### config.mk
export PLATFORM = sky130hd
export DESIGN_NAME = dchan_busy_watchdog
export DESIGN_NICKNAME = d
export VERILOG_FILES = /design/src/rtl/txw_pkg.sv /design/src/rtl/txw_tick_timer.sv /design/src/rtl/txw_busy_ctrl.sv /design/src/rtl/dchan_busy_watchdog.sv
export SDC_FILE = /design/constraint.sdc
export NUM_CORES = 1
export LEC_CHECK = 0
export ABC_AREA = 0
export ABC_CLOCK_PERIOD_IN_PS = 1800
export BUFFER_PORTS_ARGS = -buffer_cell sky130_fd_sc_hd__buf_2
export CAP_MARGIN = 10
export CELL_PAD_IN_SITES_DETAIL_PLACEMENT = 1
export CELL_PAD_IN_SITES_GLOBAL_PLACEMENT = 2
export CORE_UTILIZATION = 30
export DETAILED_ROUTE_END_ITERATION = 8
export GPL_ROUTABILITY_DRIVEN = 0
export PLACE_DENSITY = 0.78
export SYNTH_ARGS = -nofsm -noshare
export SYNTH_HDL_FRONTEND = slang
export SYNTH_SLANG_ARGS = --single-unit
### constraint.sdc
create_clock -name clk -period 1.8 [get_ports clk]
set_input_delay 0 -clock clk [delete_from_list [all_inputs] [get_ports clk]]
set_output_delay 0 -clock clk [all_outputs]
set_load 0.03 [all_outputs]
### src/rtl/txw_pkg.sv
package txw_pkg;
  typedef struct packed {
    logic pause;
    logic resume;
    logic discard;
    logic txrst;
  } txw_evt_t;
endpackage

### src/rtl/txw_tick_timer.sv
module txw_tick_timer #(
  parameter int TICKS_PER_MS = 1000,
  parameter int TIMEOUT_MS   = 80
) (
  input  logic clk,
  input  logic rst,
  input  logic tick_i,
  input  logic load_i,
  input  logic stop_i,
  input  logic deact_i,
  input  logic keep_i,
  output logic armed_o,
  output logic expire_o
);
  localparam int SUB_W = $clog2(TICKS_PER_MS > 1 ? TICKS_PER_MS : 2);
  localparam int MS_W  = $clog2(TIMEOUT_MS > 1 ? TIMEOUT_MS : 2);
  localparam logic [SUB_W-1:0] SUB_LAST = SUB_W'(TICKS_PER_MS - 1);
  localparam logic [MS_W-1:0]  MS_LAST  = MS_W'(TIMEOUT_MS - 1);

  logic [SUB_W-1:0] sub_q;
  logic [MS_W-1:0]  ms_q;
  logic             armed_q;
  logic             fired_q;
  logic             counting;

  assign counting = armed_q && !fired_q && tick_i;
  assign expire_o = counting && sub_q == SUB_LAST && ms_q == MS_LAST
                    && !deact_i && !load_i && !stop_i;
  assign armed_o  = armed_q;

  always_ff @(posedge clk) begin
    if (rst || deact_i) begin
      armed_q <= 1'b0;
      fired_q <= 1'b0;
      sub_q   <= '0;
      ms_q    <= '0;
    end else if (load_i) begin
      armed_q <= 1'b1;
      fired_q <= 1'b0;
      sub_q   <= '0;
      ms_q    <= '0;
    end else if (stop_i) begin
      armed_q <= 1'b0;
      fired_q <= 1'b0;
      sub_q   <= '0;
      ms_q    <= '0;
    end else if (expire_o) begin
      if (keep_i) fired_q <= 1'b1;
      else        armed_q <= 1'b0;
      sub_q <= '0;
      ms_q  <= '0;
    end else if (counting) begin
      if (sub_q == SUB_LAST) begin
        sub_q <= '0;
        ms_q  <= ms_q + 1'b1;
      end else begin
        sub_q <= sub_q + 1'b1;
      end
    end
  end

  AST_MS_IN_RANGE: assert property (@(posedge clk) disable iff (rst)
    ms_q <= MS_LAST) else $error("ms count out of range");
  AST_SUB_IN_RANGE: assert property (@(posedge clk) disable iff (rst)
    sub_q <= SUB_LAST) else $error("sub count out of range");
endmodule

### src/rtl/txw_busy_ctrl.sv
module txw_busy_ctrl
  import txw_pkg::*;
(
  input  logic     clk,
  input  logic     rst,
  input  logic     expire_i,
  input  logic     access_busy_i,
  input  logic     clear_i,
  output logic     busy_o,
  output txw_evt_t evt_o
);
  logic busy_q;

  assign busy_o = busy_q;

  always_ff @(posedge clk) begin
    if (rst) begin
      busy_q <= 1'b0;
      evt_o  <= '0;
    end else begin
      evt_o.pause   <= expire_i && access_busy_i;
      evt_o.discard <= expire_i && !access_busy_i;
      evt_o.txrst   <= expire_i && !access_busy_i;
      evt_o.resume  <= busy_q && clear_i;
      if (clear_i)                        busy_q <= 1'b0;
      else if (expire_i && access_busy_i) busy_q <= 1'b1;
    end
  end

  AST_RESUME_AFTER_BUSY: assert property (@(posedge clk) disable iff (rst)
    evt_o.resume |-> !busy_q && $past(busy_q)) else $error("resume w/o busy");
endmodule

### src/rtl/dchan_busy_watchdog.sv
module dchan_busy_watchdog
  import txw_pkg::*;
#(
  parameter int TICKS_PER_MS = 1000,
  parameter int TIMEOUT_MS   = 80
) (
  input  logic clk,
  input  logic rst,
  input  logic tick_i,
  input  logic load_i,
  input  logic ready_i,
  input  logic underrun_i,
  input  logic deact_i,
  input  logic access_busy_i,
  output logic armed_o,
  output logic busy_o,
  output logic pause_o,
  output logic resume_o,
  output logic discard_o,
  output logic txrst_o
);
  logic     stop;
  logic     expire;
  txw_evt_t evt;

  assign stop = ready_i || underrun_i;

  txw_tick_timer #(
    .TICKS_PER_MS(TICKS_PER_MS),
    .TIMEOUT_MS  (TIMEOUT_MS)
  ) u_timer (
    .clk     (clk),
    .rst     (rst),
    .tick_i  (tick_i),
    .load_i  (load_i),
    .stop_i  (stop),
    .deact_i (deact_i),
    .keep_i  (access_busy_i),
    .armed_o (armed_o),
    .expire_o(expire)
  );

  txw_busy_ctrl u_busy (
    .clk          (clk),
    .rst          (rst),
    .expire_i     (expire),
    .access_busy_i(access_busy_i),
    .clear_i      (stop || deact_i),
    .busy_o       (busy_o),
    .evt_o        (evt)
  );

  assign pause_o   = evt.pause;
  assign resume_o  = evt.resume;
  assign discard_o = evt.discard;
  assign txrst_o   = evt.txrst;

  AST_PAUSE_ONE_CYCLE: assert property (@(posedge clk) disable iff (rst)
    pause_o |=> !pause_o) else $error("pause held");
  AST_PAUSE_KEEPS_ARMED: assert property (@(posedge clk) disable iff (rst)
    pause_o |-> busy_o && armed_o) else $error("pause state");
  AST_DISCARD_WITH_RESET: assert property (@(posedge clk) disable iff (rst)
    discard_o |-> txrst_o && !armed_o) else $error("discard state");
  AST_STOP_DISARMS: assert property (@(posedge clk) disable iff (rst)
    (stop && !load_i) |=> !armed_o && !pause_o && !discard_o) else $error("stop");
  AST_DEACT_CLEARS: assert property (@(posedge clk) disable iff (rst)
    deact_i |=> !armed_o && !busy_o) else $error("deact");
  AST_ONE_OUTCOME: assert property (@(posedge clk) disable iff (rst)
    !(pause_o && discard_o)) else $error("two outcomes");
endmodule

==> flow_summary.toml <==
[global_routing]
grt-busiest-layer = "met2"
gr-usage-met1 = 0.192
grt_pass1_wl_microns = 5000
met3_usage = 0.0257
grt_use_total = 0.166
met2_usage = 0.306
grt_max_degree = 13
grt_overflow_total = 0
antenna_found_initial = 0
grt_pass1_vias = 1107

[yosys]
yosysUniqueCellTypes = 30
syn-num-nets = 133
synth_top_area_frac = 0.425
yosys-top-cells-area = "dfxtp_1 (42%), xnor2_1 (8.1%), nor2_1 (6.6%), nand2_1 (4.2%), nor3_1 (3.7%)"
yosys.area.top_type = "dfxtp_1"
synth_area_sq_um = 1080
syn_avg_cell_area_sq_um = 8.81
synth-edff-count = 0
async_flop_share = 0
postSynthCellCount = 123
synth_ff_type = "dfxtp_1"
synth.most_common_cell = "dfxtp_1"
synth.top_cells.by_count = "dfxtp_1 (23), nor2_1 (19), nand2_1 (12)"
yosys_warnings = 0
synth_seq_cells = 23
ys_seq_area_frac = 0.425

[clock_network]
cts_setup_buffers = 0
cts_buffers = 3
clk_latency_ps = 310
clockBufferDepth = 2
htreeDepth = 1
cts.sinks = 23
cts-root-buf = "clkbuf_4"
path_clk_slew_ps = 130
tritoncts = "built"

[floorplanning]
rows = 21
ios = 14
design.core.area_sq_um = 3390
design.die.area_sq_um = 3860
start_util = 0.320
dieHeight_microns = 62.1
die_x_microns = 62.1

[layout]
n_antenna_cell = 0
multi_input_comb_area_sq_um = 636
fillers = 409
drive_gt1_frac = 0.315
fin_nets = 173
syn_to_final_growth_pct = 35.3
final_util = 0.433
regArea_sq_um = 469

[critical_path]
critPathSlowestCell = "or4b_4"
path_buf_inv = 0
crit_chain = "ha_4 > nand3_4 > or4b_4 > or4_4 > o21a_1"
crit_type = "reg -> reg"
reg2reg_from = "u_timer.ms_q[0]"
max_stage_delay_ps = 500
worstPathMaxFanout = 2
crit_path_start_kind = "register"
crit_family = "simple AND/OR/NAND/NOR gates"
worstSetupStartpoint = "u_timer.ms_q[0]"
cp-endpoint = "u_timer.armed_o"
worst-r2r-setup-slack_ps = -10
critPathRequiredTime_ps = 2030
worstRegToRegCells = 5
worstReg2RegEnd = "u_timer.armed_o"
cp.arrival_ps = 2040
critPathCaptureType = "register"
crit_cells = 5

[sta]
setup_viol = 1
grt_setup_unrepaired = "true"
layout_setup_ws_ps = -11.5
period_needed_ps = 1810
fin_crit_sh = 1.01
drv_slew = 0
clock.fmax_mhz = 552
hold_violations = 0
relSlewSlack = 0.776
finClkSkew_ps = 2.09
whs_ps = 33.3
tightest_slew_ps = 335

[job]
maxCapViolations = 0

[pwr]
p_sw_frac = 0.231
internal_power_uw = 611
clockPowerShare = 0.313
p_sw_uw = 184
power.density_nw_per_um2 = 542
ir_drop_mv = 0.183
p_comb_frac = 0.045
leakage_nw = 0.513
pwr-share-seq = 0.642

[place]
hpwl_microns = 2120
dp_slack_ps = -24.0
port-buffer-count = 13

[outcome]
failed_checks = "negative setup slack"
status = "finished with violations"

[route]
antenna_left = 0
drc_errors = 0
wirelength_microns = 2930
drtIter0Drc = 25
vias_per_cell = 4.89
avgRoutedWirePerCell_microns = 14.1
vias = 1017
first_pass_iters = 3

[min_path]
min-delay-path-class = "in -> reg"
## flip-flops by register name (all words and copies together), names as in the netlist
signal and cells:
u_timer.ms_q 7, u_timer.sub_q 10, u_busy.evt_o 3, u_timer.fired_q 1
u_timer.armed_o 1, u_busy.busy_o 1
## worst min path at each step
| stage | cells past startpoint | end | from | slack, ps |
|---|---|---|---|---|
| after floorplan | 1 | u_timer.armed_o | access_busy_i | 120 |
| after global placement | 2 | u_timer.armed_o | access_busy_i | 260 |
| after detailed placement | 2 | u_timer.armed_o | access_busy_i | 270 |
| after CTS | 3 | u_busy.evt_o[1] | load_i | 20 |
| after global routing | 3 | u_busy.evt_o[1] | load_i | 40 |
| final | 3 | u_busy.evt_o[1] | load_i | 30 |
## final cells by class
| cell class | instances | share of cell area |
|---|---|---|
| multi-input cells | 93 | 0.433 |
| clock buffers | 4 | 0.0179 |
| repair buffers | 37 | 0.177 |
| well taps | 46 | 0.0392 |
| flip-flops and latches | 23 | 0.320 |
| inverters | 5 | 0.0128 |
## stage by stage
stage	setup TNS, ps	cell area [sq um]	power (mW)	instances
global placement	0	1370	0.551	200
global route	-38.2	1470	0.827	208
floorplan	-7.78	1120	0.533	123
detailed placement	-24.0	1370	0.552	200
CTS	0	1460	0.801	208
finish	-11.5	1470	0.795	208
## worst min-delay path: stages
cell,delay (ps)
buf_2,150
or4_1,130
nor3_1,40
## metal layers
layer	up-vias	wire length [microns]
li1	510	-
met1	489	1350
met2	13	1470
met3	5	64
met4	0	40
met5	-	0
## placed cells by master (no fill, tap or decap), drive strengths merged, types with 5 or more instances in the layout
cell	netlist	routed
nand3b	5	5
dfxtp	23	23
nor3	8	8
nand2	12	12
xnor2	10	10
nor2	19	19
inv	5	5
nor4	5	5
buf	2	33
## cell families after synthesis
group                      after synthesis  share of synthesized area
and+or+nand+nor                         67                      0.346
DFF                                     23                      0.425
AOI/OAI and AO/OA                       11                     0.0635
xor gates and xnor gates                11                     0.0889
buffers and inverters                    7                     0.0346
muxes                                    2                     0.0185
adders and majority gates                2                     0.0231
## power groups by stage
stage,clock (mW),combinational [mW],sequential [mW]
detailed placement,0,0.0287,0.523
global placement,0,0.0278,0.523
floorplan,0,0.00868,0.525
CTS,0.256,0.0352,0.510
global route,0.277,0.0394,0.511
finish,0.249,0.0356,0.510
## what timing repair did
item / CTS / global route
resized for setup: 4 / 2
setup endpoints to repair: 1 / 2
hold buffers: 4 / 0
endpoints found under the hold margin: 5 / 0
pin swaps: 0 / 1
Power figures use the tool's default switching activity.
